### config.mk
export PLATFORM = sky130hd
export DESIGN_NAME = irq_prio_ctrl
export DESIGN_NICKNAME = d
export VERILOG_FILES = /design/src/rtl/irq_pkg.sv /design/src/rtl/irq_ext_chan.sv /design/src/rtl/irq_prio_arb.sv /design/src/rtl/irq_prio_ctrl.sv
export SDC_FILE = /design/constraint.sdc
export NUM_CORES = 1
export LEC_CHECK = 0
export BUFFER_PORTS_ARGS = -buffer_cell sky130_fd_sc_hd__buf_2
export CAP_MARGIN = 20
export CORE_MARGIN = 2
export CORE_UTILIZATION = 43
export CTS_BUF_LIST = sky130_fd_sc_hd__clkbuf_4 sky130_fd_sc_hd__clkbuf_8 sky130_fd_sc_hd__clkbuf_16
export CTS_CLUSTER_DIAMETER = 150
export DETAILED_ROUTE_END_ITERATION = 8
export GPL_ROUTABILITY_DRIVEN = 1
export HOLD_SLACK_MARGIN = 0.02
export MAX_ROUTING_LAYER = met4
export PLACE_DENSITY = 0.87
export SLEW_MARGIN = 20
export SYNTH_ARGS = -nofsm -noshare
export SYNTH_HDL_FRONTEND = slang
export SYNTH_SLANG_ARGS = --single-unit
export TNS_END_PERCENT = 30
### constraint.sdc
create_clock -name clk -period 4.3 [get_ports clk]
set_input_delay 1.29 -clock clk [delete_from_list [all_inputs] [get_ports clk]]
set_output_delay 1.29 -clock clk [all_outputs]
set_load 0.05 [all_outputs]
### src/rtl/irq_pkg.sv
// Package: shared constants and helpers for the interrupt controller.
// Assumes sources are numbered in polling order, 0 the highest.
package irq_pkg;
    localparam int NSRC       = 4;
    localparam int NEXT       = 2;
    localparam int GLOBAL_BIT = 7;

    // Source index of each external channel.
    function automatic int ext_src(input int ch);
        return ch * 2;
    endfunction

    // Vector address of a source: 3 plus 8 times its index.
    function automatic logic [15:0] vec_of(input int idx);
        return 16'(3 + 8 * idx);
    endfunction
endpackage

### src/rtl/irq_ext_chan.sv
// Module: one external request channel. It synchronizes an active-low
// pin, detects falling edges, keeps the edge flag and picks the level
// or edge request. Assumes SYNC_STAGES >= 2; the pin idles high.
module irq_ext_chan #(
    parameter int SYNC_STAGES = 2
) (
    input  logic clk,
    input  logic rst_n,
    input  logic pin_n,
    input  logic edge_mode,
    input  logic clr,
    output logic req,
    output logic flag
);
    logic [SYNC_STAGES-1:0] sync_q;
    logic                   prev_q;
    logic                   pin_s;
    logic                   fall;

    assign pin_s = sync_q[SYNC_STAGES-1];
    assign fall  = prev_q & ~pin_s;

    // Purpose: bring the pin into the clock domain and keep its last value.
    always_ff @(posedge clk) begin
        if (!rst_n) begin
            sync_q <= '1;
            prev_q <= 1'b1;
        end else begin
            sync_q <= {sync_q[SYNC_STAGES-2:0], pin_n};
            prev_q <= pin_s;
        end
    end

    // Purpose: edge flag; a new edge wins over a clear in the same cycle.
    always_ff @(posedge clk) begin
        if (!rst_n)         flag <= 1'b0;
        else if (!edge_mode) flag <= 1'b0;
        else if (fall)      flag <= 1'b1;
        else if (clr)       flag <= 1'b0;
    end

    // Purpose: choose the request source by mode.
    always_comb req = edge_mode ? flag : ~pin_s;
endmodule

### src/rtl/irq_prio_arb.sv
// Module: masks the raw requests with the enables and grants the
// highest-priority one (lowest index). Grants nothing while blocked.
module irq_prio_arb
    import irq_pkg::*;
(
    input  logic [NSRC-1:0] raw_req,
    input  logic [NSRC-1:0] src_en,
    input  logic            global_en,
    input  logic            blocked,
    output logic [NSRC-1:0] grant,
    output logic            any
);
    logic [NSRC-1:0] live;

    // Purpose: apply the per-source and global enables.
    always_comb live = raw_req & src_en & {NSRC{global_en & ~blocked}};

    // Purpose: fixed-priority pick, scanning from lowest to highest priority.
    always_comb begin
        grant = '0;
        for (int i = NSRC - 1; i >= 0; i--) begin
            if (live[i]) grant = NSRC'(1) << i;
        end
    end

    assign any = |live;
endmodule

### src/rtl/irq_prio_ctrl.sv
// Module: top of the four-source single-level interrupt controller.
// Builds two external channels, arbitrates, drives the vector and
// keeps the in-service bit. Assumes ack and reti are one-cycle strobes.
module irq_prio_ctrl
    import irq_pkg::*;
#(
    parameter int SYNC_STAGES = 2,
    parameter int VEC_W       = 11
) (
    input  logic             clk,
    input  logic             rst_n,
    input  logic             ext0_n,
    input  logic             ext1_n,
    input  logic             ctr_ovf,
    input  logic             itmr_ovf,
    input  logic [7:0]       en_reg,
    input  logic             ext0_edge,
    input  logic             ext1_edge,
    input  logic             ack,
    input  logic             reti,
    output logic             irq_req,
    output logic [VEC_W-1:0] irq_vec,
    output logic [3:0]       taken,
    output logic             ext0_flag,
    output logic             ext1_flag,
    output logic             in_service
);
    logic [NEXT-1:0] pin_n_v, mode_v, req_v, flag_v;
    logic [NSRC-1:0] raw_req, grant;
    logic            any;
    logic            unused_rsvd;

    assign pin_n_v     = {ext1_n, ext0_n};
    assign mode_v      = {ext1_edge, ext0_edge};
    assign unused_rsvd = ^en_reg[6:4];

    // One channel per external pin.
    for (genvar c = 0; c < NEXT; c++) begin : g_ext
        irq_ext_chan #(.SYNC_STAGES(SYNC_STAGES)) u_chan (
            .clk      (clk),
            .rst_n    (rst_n),
            .pin_n    (pin_n_v[c]),
            .edge_mode(mode_v[c]),
            .clr      (taken[ext_src(c)]),
            .req      (req_v[c]),
            .flag     (flag_v[c])
        );
    end

    // Purpose: place the requests in polling order.
    always_comb raw_req = {itmr_ovf, req_v[1], ctr_ovf, req_v[0]};

    irq_prio_arb u_arb (
        .raw_req  (raw_req),
        .src_en   (en_reg[NSRC-1:0]),
        .global_en(en_reg[GLOBAL_BIT]),
        .blocked  (in_service),
        .grant    (grant),
        .any      (any)
    );

    assign irq_req   = any;
    assign taken     = grant & {NSRC{ack & any}};
    assign ext0_flag = flag_v[0];
    assign ext1_flag = flag_v[1];

    // Purpose: map the one-hot grant to its vector address.
    always_comb begin
        irq_vec = '0;
        for (int i = 0; i < NSRC; i++) begin
            if (grant[i]) irq_vec = VEC_W'(vec_of(i));
        end
    end

    // Purpose: in-service bit, set on acknowledge, cleared by return.
    always_ff @(posedge clk) begin
        if (!rst_n)           in_service <= 1'b0;
        else if (reti)        in_service <= 1'b0;
        else if (ack && any)  in_service <= 1'b1;
    end
endmodule

* Word-level counts from Yosys, hierarchy flattened
Cells that the tools add are included.
W data, S select, Z words.
** Storage, ports and cells
- Register bits :: 9
- Bits in latches :: 0
- RAM bits :: 0
- Memory bits (read-only) :: 0
- Input port bits :: 18
- Output and inout bits :: 19
- Word-level logic and storage cells :: 39
- Memories :: 0
** Cells by class
- Add/sub/neg operators :: 0
- Multiply operators :: 0
- Divide/modulo/power cells :: 0
- Magnitude comparators :: 0
- Equal/unequal tests :: 0
- Shifts and indexed selects :: 0
- Multiplexer cells :: 14
- Bitwise gates (word level) :: 11
- Reduce and logical (&&, ||, !) cells :: 7
** Operator list (number)
- $mux W11 :: 3
- $mux W4 :: 4
- $and A4 B4 Y4 :: 3
- $mux W1 :: 6
- $and A1 B1 Y1 :: 4
- $not A1 Y1 :: 4
- $reduce_and A2 Y1 :: 2
- $reduce_bool A2 Y1 :: 2
- $reduce_or A4 Y1 :: 1
- $mux W2 :: 1
- $reduce_or A2 Y1 :: 1
- $logic_and A1 B1 Y1 :: 1

* Logic depth before layout (Yosys ltp)
- Depth after elaboration :: 12
- Gate-level depth with buffers :: 4

* Modules after synthesis
A second synthesis with hierarchy kept.
** Unflattened totals
- Cells, all modules :: 58
- Area total of the unflattened synthesis :: 516.7 sq um
** Modules (own cells, without submodules)
- irq_ext_chan :: instances 2, cells each 13, area each 140.1 sq um
- irq_prio_ctrl :: instances 1, cells each 20, area each 145.1 sq um
- irq_prio_arb :: instances 1, cells each 12, area each 91.3 sq um

* Worst setup path before layout
Ideal clock, no wire load.
- Path type :: in2out
- From :: in ext0_edge
- To :: out taken[1]
- Arrival :: 2.925 ns
- Setup slack :: 0.085 ns
- Stages on the path :: 3
- Buffers on the path :: 0
- Cell sequence :: or2b_1 -> and3_2 -> nor3b_1
** On the way
- Word-level cells in the longest chain between the ends :: 6
- Elaborated cells on any way between the ends :: 7
** RTL lines
- start, declared :: RTL line irq_prio_ctrl.sv:17 : input logic ext0_edge,
- $mux W1 * :: RTL line irq_ext_chan.sv:43 : always_comb req = edge_mode ? flag : ~pin_s;
- $and A4 B4 Y4 * (2 in series) :: RTL line irq_prio_arb.sv:16 : always_comb live = raw_req & src_en & {NSRC{global_en & ~blocked}};
- $reduce_or A4 Y1 :: RTL line irq_prio_arb.sv:26 : assign any = |live;
- $and A1 B1 Y1 :: RTL line irq_prio_ctrl.sv:63 : assign taken = grant & {NSRC{ack & any}};
- $and A4 B4 Y4 * :: RTL line irq_prio_ctrl.sv:63
- end, declared :: RTL line irq_prio_ctrl.sv:23 : output logic [3:0] taken,
Every way passes the cells marked *; elsewhere a longest branch is shown, timed or not.

* Worst setup path in the final report
- From :: in ext0_edge
- To :: out taken[3]
Same word-level chain as after synthesis.

==> impl_metrics.env <==
export IMPL_status="finished clean"
export IMPL_ant_nets=0
export IMPL_cts_buffers_inserted=3
export IMPL_max_freq_mhz=266
export IMPL_clock_sinks=9
export IMPL_final_cell_mix="26 x buf_2, 9 x dfxtp_1, 7 x nand2b_1, 7 x conb_1"
export IMPL_cp_start_kind="input port"
export IMPL_final_common_cell="buf_2"
export IMPL_rsz0062_at_grt="false"
export IMPL_portBuffers=26
export IMPL_ys_warn_count=0
export IMPL_swShare_pct=34.8
export IMPL_top_level_ports=37
export IMPL_coreArea_mm2=0.00125
export IMPL_post_cts_buffers=0
export IMPL_syn_cell_area_um2=562
export IMPL_root_buffer="clkbuf_4"
export IMPL_core_rowCount=13
export IMPL_initial_core_util_pct=44.9
export IMPL_power_frac_comb_pct=30.7
export IMPL_hold_viol=0
export IMPL_switchingPower_w=0.0000780
export IMPL_period_share_pct=87.5
export IMPL_synth_cells=62
export IMPL_worstPathMaxFanout=7
export IMPL_grt_util_all_layers_pct=15.0
export IMPL_grt_start_max_net_pins=11
export IMPL_power_density_mw_per_mm2=328
export IMPL_antenna_found_initial=0
export IMPL_ys_seq_area_share_pct=32.1
export IMPL_clk_latency_ns=0.25
export IMPL_die_area_mm2=0.00161
export IMPL_die_h_um=40.1
export IMPL_dpl_hpwl_um=816
export IMPL_cts_tree="built"
export IMPL_hold_path_class="flip-flop to flip-flop"
export IMPL_finalCriticalPeriod_ns=3.76
export IMPL_first_pass_iters=3
export IMPL_finalMaxSlewViolations=0
export IMPL_cts_hold_buf=0
export IMPL_post_place_cells=98
export IMPL_finClkSkew_ns=0.00410
export IMPL_drt_iter0_drc=6
export IMPL_leakage_nw=0.337
export IMPL_seqPwrFrac_pct=39.1
export IMPL_vdd_ir_drop_worst_uv=163
export IMPL_num_vias=494
export IMPL_post_drt_wl_per_cell_um=9.82
export IMPL_fillers=127
export IMPL_cts_resized=0
export IMPL_nNetsFinal=106
export IMPL_area_delta_synth_final_pct=21.8
export IMPL_fin_cells=102
export IMPL_worstPathRequired_ns=3.01
export IMPL_grt_overflow=0
export IMPL_p_int_w=0.000146
export IMPL_crit_type="input port to output pin"
export IMPL_drive_gt1_share_pct=42.5
export IMPL_ys_ff_latch=9
export IMPL_synth_area_per_cell_um2=9.06
export IMPL_via_per_inst=4.84
export IMPL_fin_setup_tns_ns=0
export IMPL_grt_pass1_wl_um=1480
export IMPL_setup_viol=0
export IMPL_crit_path_end_kind="output pin"
export IMPL_die_w_um=40.1
export IMPL_crit_arrival_ns=2.47
export IMPL_cts_max_level=1
export IMPL_cts_clk_slew_worst_paths_ns=0.05
export IMPL_synthDistinctLibCells=31
export IMPL_maxCapViolations=0
export IMPL_remaining_drc_errors=0
export IMPL_first_global_vias=398
export IMPL_pwr_share_clk_pct=30.2
export IMPL_wirelength_um=1000
export IMPL_n_antenna_cell=0
export IMPL_clock_path_buffers=2
export IMPL_whs_ns=0.407
export IMPL_place_congestion=0.660
-- metal layers --
metal	global-route usage, %	part of all wire [%]	wire length (um)	up-vias
met5	-	0	0	-
met2	28.6	51	507	20
met3	1.67	7.4	74	2
met1	12.5	41	412	218
li1	-	-	-	254
met4	12.9	0.80	8	0
-- state kept, by name (all words and copies together) (netlist names) --
register and count:
in_service 1, g_ext.u_chan.flag 2, g_ext.u_chan.prev_q 2, g_ext.u_chan.sync_q 4
-- final cells by class --
class | instances | area, um2 | area share (%)
Multi-Input combinational cell | 47 | 322 | 47.0
Sequential cell | 9 | 180 | 26.3
Timing Repair Buffer | 26 | 130 | 19.0
Clock buffer | 4 | 30.0 | 4.39
Tap cell | 15 | 18.8 | 2.74
Inverter | 1 | 3.75 | 0.548
-- power groups by stage --
stage | Clock, W | Combinational (W) | Sequential (W)
finish | 0.0000678 | 0.0000688 | 0.0000878
global route | 0.0000744 | 0.0000739 | 0.0000882
CTS | 0.0000714 | 0.0000692 | 0.0000878
detailed placement | 0 | 0.0000690 | 0.0000896
global placement | 0 | 0.0000682 | 0.0000895
floorplan | 0 | 0.0000582 | 0.0000919
-- worst paths after layout --
kind	slack (ns)	start	cells past startpoint	endpoint
max reg2reg	3.07	in_service	3	g_ext[1].u_chan.flag
max	0.54	ext0_edge	5	taken[3]
min	0.41	g_ext[1].u_chan.sync_q[0]	1	g_ext[1].u_chan.sync_q[1]
min reg2reg	0.41	g_ext[1].u_chan.sync_q[0]	1	g_ext[1].u_chan.sync_q[1]
-- critical path: stages --
cell,delay (ns)
buf_2,0.12
or2b_1,0.27
a32oi_4,0.31
and4_1,0.22
buf_2,0.25
-- synth_stat cells --
cell / count / area, um2
buf_4: 10 / 75.1
a21boi_1: 1 / 7.51
and3_1: 1 / 6.26
nor2b_1: 4 / 25.0
o21ai_0: 1 / 5.00
and3b_4: 1 / 12.5
nor3b_1: 1 / 7.51
and3_2: 1 / 7.51
a31oi_1: 2 / 12.5
a21oi_1: 1 / 5.00
or3_4: 1 / 11.3
conb_1: 1 / 3.75
dfxtp_1: 9 / 180
a32oi_4: 1 / 27.5
nand2b_1: 7 / 43.8
and4_1: 1 / 8.76
o31ai_1: 1 / 7.51
and4_2: 1 / 10.0
and4b_2: 1 / 11.3
o211ai_1: 2 / 15.0
nand4b_1: 1 / 8.76
nand3_1: 4 / 20.0
inv_1: 1 / 3.75
and2b_2: 1 / 8.76
nor2_1: 1 / 3.75
or2b_1: 1 / 7.51
and2_0: 1 / 6.26
nor3_1: 1 / 5.00
nand3b_1: 1 / 7.51
nand2_1: 1 / 3.75
clkbuf_1: 1 / 3.75
-- stage by stage --
stage	setup slack, ns	total power [W]	cell area [um2]	utilization, %
6_report	0.540	0.000224	684	54.6
3_5_place_dp	0.534	0.000159	654	52.2
2_1_floorplan	0.0845	0.000150	584	-
4_1_cts	0.535	0.000228	684	54.6
3_3_place_gp	0.552	0.000158	654	52.2
5_1_grt	0.476	0.000237	684	54.6
-- cells by family after synthesis --
family	synth area share, %
AND/OR/NAND/NOR	38.3
AO/OA/AOI/OAI	14.3
other	0.668
flip-flops	32.1
buffers and inverters	14.7
No activity file was read; power rests on OpenSTA's default activity.
